### src/rtl/alu8_pkg.sv
package alu8_pkg;

  typedef enum logic [3:0] {
    OP_ADD  = 4'd0,
    OP_ADC  = 4'd1,
    OP_SUB  = 4'd2,
    OP_SBC  = 4'd3,
    OP_AND  = 4'd4,
    OP_OR   = 4'd5,
    OP_XOR  = 4'd6,
    OP_XNOR = 4'd7,
    OP_LSL  = 4'd8,
    OP_LSR  = 4'd9,
    OP_LOAD = 4'd10
  } op_e;

  typedef struct packed {
    logic n;
    logic z;
    logic v;
    logic c;
  } flags_t;

  function automatic logic is_logic_op(input op_e op);
    return (op == OP_AND) || (op == OP_OR) || (op == OP_XOR) || (op == OP_XNOR);
  endfunction

  function automatic logic is_shift_op(input op_e op);
    return (op == OP_LSL) || (op == OP_LSR);
  endfunction

endpackage

### src/rtl/alu8_regfile.sv
module alu8_regfile #(
  parameter int DW   = 16,
  parameter int NREG = 8,
  localparam int IW  = $clog2(NREG)
) (
  input  logic          clk,
  input  logic          rst_n,
  input  logic [IW-1:0] rd_idx_d,
  input  logic [IW-1:0] rd_idx_1,
  input  logic [IW-1:0] rd_idx_2,
  output logic [DW-1:0] rd_d,
  output logic [DW-1:0] rd_1,
  output logic [DW-1:0] rd_2,
  input  logic          wr_en,
  input  logic [IW-1:0] wr_idx,
  input  logic [DW-1:0] wr_data
);

  logic [DW-1:0] bank [NREG];

  for (genvar g = 0; g < NREG; g++) begin : g_reg
    if (g == 0) begin : g_zero
      // R0 has no storage and reads as zero
      assign bank[g] = '0;
    end else begin : g_store
      logic [DW-1:0] q;
      always_ff @(posedge clk or negedge rst_n) begin
        if (!rst_n)                                q <= '0;
        else if (wr_en && (wr_idx == IW'(g)))      q <= wr_data;
      end
      assign bank[g] = q;
    end
  end

  assign rd_d = bank[rd_idx_d];
  assign rd_1 = bank[rd_idx_1];
  assign rd_2 = bank[rd_idx_2];

  // R2: the write gating upstream never targets R0
  p_r0_never_written_r2: assert property (@(posedge clk) disable iff (!rst_n)
    wr_en |-> (wr_idx != '0));

endmodule

### src/rtl/alu8_alu.sv
module alu8_alu
  import alu8_pkg::*;
#(
  parameter int DW = 16
) (
  input  op_e           op,
  input  logic [DW-1:0] opa,
  input  logic [DW-1:0] opb,
  input  logic [DW-1:0] ld_val,
  input  flags_t        cur_flg,
  output logic [DW-1:0] res,
  output flags_t        nxt_flg,
  output logic          defined,
  output logic          carry_w,
  output logic          borrow_w,
  output logic          shout_w
);

  localparam logic [DW-1:0] SHLIM = DW;

  // {carry, sum}
  function automatic logic [DW:0] add_f(input logic [DW-1:0] a, input logic [DW-1:0] b,
                                        input logic ci);
    return {1'b0, a} + {1'b0, b} + {{DW{1'b0}}, ci};
  endfunction

  // {borrow, difference}: the top bit wraps to 1 when a borrow occurs
  function automatic logic [DW:0] sub_f(input logic [DW-1:0] a, input logic [DW-1:0] b,
                                        input logic bi);
    return {1'b0, a} - {1'b0, b} - {{DW{1'b0}}, bi};
  endfunction

  function automatic logic add_ovf(input logic sa, input logic sb, input logic sr);
    return (sa == sb) && (sr != sa);
  endfunction

  function automatic logic sub_ovf(input logic sa, input logic sb, input logic sr);
    return (sa != sb) && (sr != sa);
  endfunction

  // {last bit out, result}; a zero shift yields a zero carry
  function automatic logic [DW:0] shl_f(input logic [DW-1:0] a, input logic [DW-1:0] n);
    logic [DW:0] t;
    t = {1'b0, a};
    if (n > SHLIM) return '0;
    return t << n;
  endfunction

  // {result, last bit out}
  function automatic logic [DW:0] shr_f(input logic [DW-1:0] a, input logic [DW-1:0] n);
    logic [DW:0] t;
    t = {a, 1'b0};
    if (n > SHLIM) return '0;
    return t >> n;
  endfunction

  logic [DW:0] sum_w, diff_w, shl_w, shr_w;
  logic        cin_arith;

  assign cin_arith = ((op == OP_ADC) || (op == OP_SBC)) ? cur_flg.c : 1'b0;
  assign sum_w     = add_f(opa, opb, cin_arith);
  assign diff_w    = sub_f(opa, opb, cin_arith);
  assign shl_w     = shl_f(opa, opb);
  assign shr_w     = shr_f(opa, opb);
  assign carry_w   = sum_w[DW];
  assign borrow_w  = diff_w[DW];
  assign shout_w   = (op == OP_LSL) ? shl_w[DW] : shr_w[0];

  always_comb begin
    res       = '0;
    nxt_flg   = cur_flg;
    nxt_flg.v = 1'b0;
    defined   = 1'b1;
    case (op)
      OP_ADD, OP_ADC: begin
        res       = sum_w[DW-1:0];
        nxt_flg.c = carry_w;
        nxt_flg.v = add_ovf(opa[DW-1], opb[DW-1], res[DW-1]);
      end
      OP_SUB, OP_SBC: begin
        res       = diff_w[DW-1:0];
        nxt_flg.c = borrow_w;
        nxt_flg.v = sub_ovf(opa[DW-1], opb[DW-1], res[DW-1]);
      end
      OP_AND:  res = opa & opb;
      OP_OR:   res = opa | opb;
      OP_XOR:  res = opa ^ opb;
      OP_XNOR: res = ~(opa ^ opb);
      OP_LSL: begin
        res       = shl_w[DW-1:0];
        nxt_flg.c = shout_w;
      end
      OP_LSR: begin
        res       = shr_w[DW:1];
        nxt_flg.c = shout_w;
      end
      OP_LOAD: res = ld_val;
      default: begin
        defined = 1'b0;
        nxt_flg = cur_flg;
      end
    endcase
    if (defined) begin
      nxt_flg.n = res[DW-1];
      nxt_flg.z = (res == '0);
    end
  end

endmodule

### src/rtl/alu8_wbreg.sv
module alu8_wbreg
  import alu8_pkg::*;
#(
  parameter int DW = 16
) (
  input  logic          clk,
  input  logic          rst_n,
  input  logic          fire,
  input  logic          wen,
  input  logic [DW-1:0] nxt_res,
  input  flags_t        nxt_flg,
  output logic [DW-1:0] res_q,
  output flags_t        flg_q,
  output logic          we_q
);

  always_ff @(posedge clk or negedge rst_n) begin
    if (!rst_n) begin
      res_q <= '0;
      flg_q <= '0;
      we_q  <= 1'b0;
    end else begin
      we_q <= fire && wen;
      if (fire) begin
        res_q <= nxt_res;
        flg_q <= nxt_flg;
      end
    end
  end

  // R10: no executed operation, no change
  p_idle_hold_r10: assert property (@(posedge clk) disable iff (!rst_n)
    !fire |=> ($stable(flg_q) && $stable(res_q) && !we_q));

endmodule

### src/rtl/alu8_exec.sv
module alu8_exec
  import alu8_pkg::*;
#(
  parameter int DW   = 16,
  parameter int NREG = 8,
  localparam int IW  = $clog2(NREG)
) (
  input  logic          clk,
  input  logic          rst_n,
  input  logic          op_valid,
  input  logic [3:0]    op_code,
  input  logic [IW-1:0] dst_idx,
  input  logic [IW-1:0] src1_idx,
  input  logic [IW-1:0] src2_idx,
  input  logic [DW-1:0] ld_data,
  output logic [DW-1:0] res_data,
  output logic          res_we,
  output logic [3:0]    flags
);

  localparam logic [DW-1:0] SHLIM = DW;

  op_e           op_w;
  logic [DW-1:0] rd_d, rd_1, rd_2;
  logic [DW-1:0] opa, alu_res;
  flags_t        cur_flg, alu_flg;
  logic          defined, fire, wen;
  logic          carry_w, borrow_w, shout_w;

  assign op_w = op_e'(op_code);

  alu8_regfile #(.DW(DW), .NREG(NREG)) u_rf (
    .clk      (clk),
    .rst_n    (rst_n),
    .rd_idx_d (dst_idx),
    .rd_idx_1 (src1_idx),
    .rd_idx_2 (src2_idx),
    .rd_d     (rd_d),
    .rd_1     (rd_1),
    .rd_2     (rd_2),
    .wr_en    (fire && wen),
    .wr_idx   (dst_idx),
    .wr_data  (alu_res)
  );

  // dyadic shifts operate on the destination register itself
  assign opa = is_shift_op(op_w) ? rd_d : rd_1;

  alu8_alu #(.DW(DW)) u_alu (
    .op       (op_w),
    .opa      (opa),
    .opb      (rd_2),
    .ld_val   (ld_data),
    .cur_flg  (cur_flg),
    .res      (alu_res),
    .nxt_flg  (alu_flg),
    .defined  (defined),
    .carry_w  (carry_w),
    .borrow_w (borrow_w),
    .shout_w  (shout_w)
  );

  assign fire = op_valid && defined;
  assign wen  = (dst_idx != '0);

  alu8_wbreg #(.DW(DW)) u_wb (
    .clk     (clk),
    .rst_n   (rst_n),
    .fire    (fire),
    .wen     (wen),
    .nxt_res (alu_res),
    .nxt_flg (alu_flg),
    .res_q   (res_data),
    .flg_q   (cur_flg),
    .we_q    (res_we)
  );

  assign flags = cur_flg;

  // R5: logic operations clear V and keep C
  p_logic_v_clear_r5: assert property (@(posedge clk) disable iff (!rst_n)
    (fire && is_logic_op(op_w)) |=> (!flags[1] && (flags[0] == $past(flags[0]))));

  // R8: shifting by more than the width gives zero and no carry
  p_shift_far_zero_r8: assert property (@(posedge clk) disable iff (!rst_n)
    (fire && is_shift_op(op_w) && (rd_2 > SHLIM)) |=> ((res_data == '0) && !flags[0]));

  // R12: Z follows the registered result after every write
  p_z_tracks_result_r12: assert property (@(posedge clk) disable iff (!rst_n)
    res_we |-> (flags[2] == (res_data == '0)));

  // R4: a subtract with a larger unsigned subtrahend reports a borrow
  p_sub_borrow_r4: assert property (@(posedge clk) disable iff (!rst_n)
    (fire && (op_w == OP_SUB) && (rd_2 > rd_1)) |=> flags[0]);

endmodule

### config.mk
export PLATFORM = sky130hd
export DESIGN_NAME = alu8_exec
export DESIGN_NICKNAME = d
export VERILOG_FILES = /design/src/rtl/alu8_pkg.sv /design/src/rtl/alu8_regfile.sv /design/src/rtl/alu8_alu.sv /design/src/rtl/alu8_wbreg.sv /design/src/rtl/alu8_exec.sv
export SDC_FILE = /design/constraint.sdc
export NUM_CORES = 1
export LEC_CHECK = 0
export ABC_AREA = 0
export BUFFER_PORTS_ARGS = -buffer_cell sky130_fd_sc_hd__buf_2
export CAP_MARGIN = 20
export CORE_ASPECT_RATIO = 0.5
export CORE_MARGIN = 5
export CORE_UTILIZATION = 35
export DETAILED_ROUTE_END_ITERATION = 8
export SYNTH_ARGS = -nofsm -noshare
export SYNTH_HDL_FRONTEND = slang
export SYNTH_SLANG_ARGS = --single-unit
### constraint.sdc
create_clock -name clk -period 6.7 [get_ports clk]
set_clock_uncertainty 0.05 [all_clocks]
set_input_delay 0.335 -clock clk [delete_from_list [all_inputs] [get_ports clk]]
set_output_delay 0.335 -clock clk [all_outputs]
set_load 0.01 [all_outputs]
==> results.txt <==
- In this run the core area contains 50 standard-cell rows.
* Placeable core area: 37,800 um^2
- CP startpoint: dst_idx[1]
- For this configuration, the core starts out at a cell density of 0.358.
* Seq/Total Area, Yosys: 0.244
- Final Hold Vio Count: 0
* Async set or reset register ratio after synthesis: 1.00
- Measured slew at the worst slew-check pin: 0.940 ns
* Largest driver fanout on the critical path: 44
* Post-detailed-route wirelength per cell: 25.0 um
- The number of cells on the worst reg-to-reg path is 20.
- Initial DRC Count: 2,178
* Area growth from synthesis to final layout: 10.6%
- The slowest stage of the critical path is the sky130_fd_sc_hd__a221oi_1 cell.
* Worst-case headroom to the max-slew limit: 0.370
- The library cell used most frequently in the layout, excluding fill and tap cells, is sky130_fd_sc_hd__nand2_1.
- Crit path to: u_wb.flg_q[2]
* Count of antenna-violating nets left after detailed routing: 0
- Depth of the worst hold-timing path: 3
* Setup crit start kind: input port
- Summed over all layers, the routed wires come to 54,800 um.
- Cell family contributing the most delay on the critical path: compound AO/OA/AOI/OAI gates
- Vertical die dimension: 149 um
* Static Leakage: 6.46 nW
- Worst R2R Start: u_rf.g_reg[2].g_store.q[0]
* Tmin final: 5.63 ns
* Number of buffers inserted during clock tree synthesis: 17
- TritonCTS built the clock tree.
- Number of standard cells in the final layout excluding fillers: between 2,000 and 2,500
- In the layout the commonest cells are sky130_fd_sc_hd__nand2_1, sky130_fd_sc_hd__mux2i_1, sky130_fd_sc_hd__dfrtp_1.
* Peak VDD IR: approximately 0.00016 V
* Vias per inst: approximately 6.3
* Buf+Inv Stages, Crit Path: 4
- In this run the post-CTS setup repair buffer count came out at 0.
- The count of final max-slew check failures is 0.
- Final-report setup violation count: 0
- Detailed placement finished with a half-perimeter wire length of 40,600 um.
- In this run the count of I/O pins placed on the die edge is 53.
- Number of placed instances with taps included: roughly 2,200
- In the final layout, the share of cells above drive strength 1 is 0.158.
- Counting stages on the worst path, the most repeated cell is sky130_fd_sc_hd__buf_4.
- In this run the tool buffered the top-level ports with 52 buffer cells.
* Highest clock rate: 178 MHz
- Critical Path RT: 7.01 ns
- Critical path type: in2reg
- Via count of the first global-routing pass: 13,000
- Outcome: finished clean
- Filler Cell Count: 3,901
- Register-to-register setup slack: 1.32 ns
- Max-cap violations in this run came to 0.
- Ant. Diodes: 0
- Mean cell area of the mapped netlist: 8.21 um^2
- Walking the worst path, the cells encountered are buf_2 -> buf_4 -> mux2_2 -> a221oi_1 -> a221oi_1 -> mux2i_1 -> buf_4 -> ha_1 -> ha_1 -> a211oi_1 -> o21bai_1 -> o21a_1 -> o21ai_0 -> or3_1 -> a21o_1 -> o211ai_1 -> nor3_2 -> buf_4 -> nand3_2 -> nor4_2 -> a41o_1.
* Post-Route Setup TNS: 0 ns
- Number of storage elements in the synthesis netlist: 132
- Total number of cells along the worst setup path: 21
* Buffer levels on the longest clock path: 2
- Yosys mapped the design onto 91 distinct sky130hd cell types.
- CTS saw 132 sinks.
- Before antenna repair, the detailed router went through 6 iterations.
* RSZ-0062 raised after global routing: false
- CP peak stage delay: between 0.6 and 0.7 ns
- Die area: about 43,000 um^2
- Floorplan die width: 288 um
- The tightest min-delay check is of the in2reg type.
* Final worst-path cycle share: 0.840
* Total number of vias: 13,900
- Maximum number of pins on one net before global-route repair: 69
- Number of synthesis warnings: 0
- Clock-pin slew was measured on the worst setup and hold paths at 0.07 ns.
* Root cell of the clock tree: sky130_fd_sc_hd__clkbuf_16
- Htree depth: 4
* Worst-Skew Late Latency: 0.43 ns
- The most used flip-flop cell after synthesis is sky130_fd_sc_hd__dfrtp_1.
- Crit. End Element: register
* Gate count of the mapped netlist: roughly 1,600
- Yosys mapped a number of flops with a built-in enable equal to 0.
- Overflow left after global routing: 0
- Tot GR Track Use: 0.250
* First-pass GRT wire length: 83,100 um
- In the routed design, unresolved DRC markers number 0.
* Final net count: between 1,500 and 2,000
* Antenna violations before repair: 1
- Synthesized net count: approximately 1,700
- Arrival time of the worst setup path: 5.94 ns
* Power density over cell area: 349 nW/um^2
- Synth Cell Area: between 10,000 and 15,000 um^2
* Final GP Congestion: 1.01
- The worst register-to-register path ends at u_wb.flg_q[2].
[per-stage QoR]
stage | worst slack (ns) | power, mW | util | hold WS (ns) | area (um^2)
after floorplan | 1.54 | 3.26 | - | -0.0106 | 13500
after CTS | 1.24 | 5.12 | 0.396 | 0.289 | 15000
after detailed placement | 0.848 | 4.15 | 0.380 | 0.331 | 14400
after global routing | 0.789 | 5.53 | 0.396 | 0.327 | 15000
final | 1.07 | 5.21 | 0.396 | 0.309 | 15000
after global placement | 0.872 | 4.14 | 0.380 | 0.327 | 14300
[power breakdown]
group          internal (mW)  switching, mW
Combinational           1.12           1.79
Sequential              1.05          0.296
Clock                  0.557          0.400
[state kept, by name (all words and copies together), names as in the netlist]
name              cells
u_wb.res_q           15
u_wb.we_q             1
u_rf.g.g_store.q    112
u_wb.flg_q            4
[Yosys cell counts, types with 14 or more instances]
library cell               number  area, um^2
sky130_fd_sc_hd__nand2_1      172         646
sky130_fd_sc_hd__clkbuf_1      77         289
sky130_fd_sc_hd__a21oi_1      101         505
sky130_fd_sc_hd__nand3_1       31         155
sky130_fd_sc_hd__a22o_1        22         193
sky130_fd_sc_hd__o22ai_1       35         219
sky130_fd_sc_hd__nand4_1       14        87.6
sky130_fd_sc_hd__nor3_1        33         165
sky130_fd_sc_hd__inv_1         59         221
sky130_fd_sc_hd__o211ai_1      21         158
sky130_fd_sc_hd__dfrtp_1      132        3300
sky130_fd_sc_hd__nor2_1       124         465
sky130_fd_sc_hd__mux2_2        60         676
sky130_fd_sc_hd__o21ai_0      128         641
sky130_fd_sc_hd__a22oi_1       30         225
sky130_fd_sc_hd__ha_1          61         763
sky130_fd_sc_hd__mux2i_1      158        1580
sky130_fd_sc_hd__buf_2         30         150
sky130_fd_sc_hd__a221oi_1      59         517
sky130_fd_sc_hd__a31oi_1       14        87.6
sky130_fd_sc_hd__nor2b_1       14        87.6
sky130_fd_sc_hd__a211oi_1      15         113
[kinds of logic (layout without fill, tap and decap cells)]
logic type,count (synthesis),in the layout,synth area share
AOI/OAI and AO/OA,541,541,0.273
and+or+nand+nor,462,462,0.159
muxes,231,231,0.183
buffers and inverters,192,216,0.0640
DFF,132,132,0.244
adders and majority gates,63,63,0.0594
xor gates and xnor gates,26,26,0.0168
[tightest hold or removal path: stages]
cell                     delay, ns
sky130_fd_sc_hd__buf_2        0.10
sky130_fd_sc_hd__and3_1       0.20
sky130_fd_sc_hd__o21a_1       0.12
[layout make-up]
class / instances / area (um^2) / share of cell area
clock buffers: 17 / 425 / 0.0284
clock inverters: 14 / 168 / 0.0112
inverters: 61 / 229 / 0.0153
multi-input cells: 1323 / 9370 / 0.627
flip-flops and latches: 132 / 3300 / 0.221
well taps: 520 / 651 / 0.0435
repair buffers: 124 / 810 / 0.0541
[metal layers]
layer / GRT usage / wire length, um / vias up
met3: 0.0598 / 6180 / 144
met1: 0.360 / 24100 / 6661
li1: - / - / 6197
met2: 0.370 / 22800 / 861
met4: 0.0768 / 1720 / 2
met5: 0 / 13 / -
[worst min-delay path by stage]
stage / startpoint / end
6_report: op_valid / u_wb.flg_q[0]
5_1_grt: op_valid / u_wb.flg_q[0]
4_1_cts: op_valid / u_wb.flg_q[0]
3_5_place_dp: rst_n / u_rf.g_reg[1].g_store.q[5]
3_3_place_gp: rst_n / u_rf.g_reg[5].g_store.q[5]
2_1_floorplan: rst_n / u_rf.g_reg[1].g_store.q[0]
[repair_timing]
item,4_1_cts,5_1_grt
hold buffers,1,0
resized for setup,0,0
hold endpoints to repair,64,0
endpoints found under the setup margin,0,0
No activity file was read; power rests on OpenSTA's default activity.
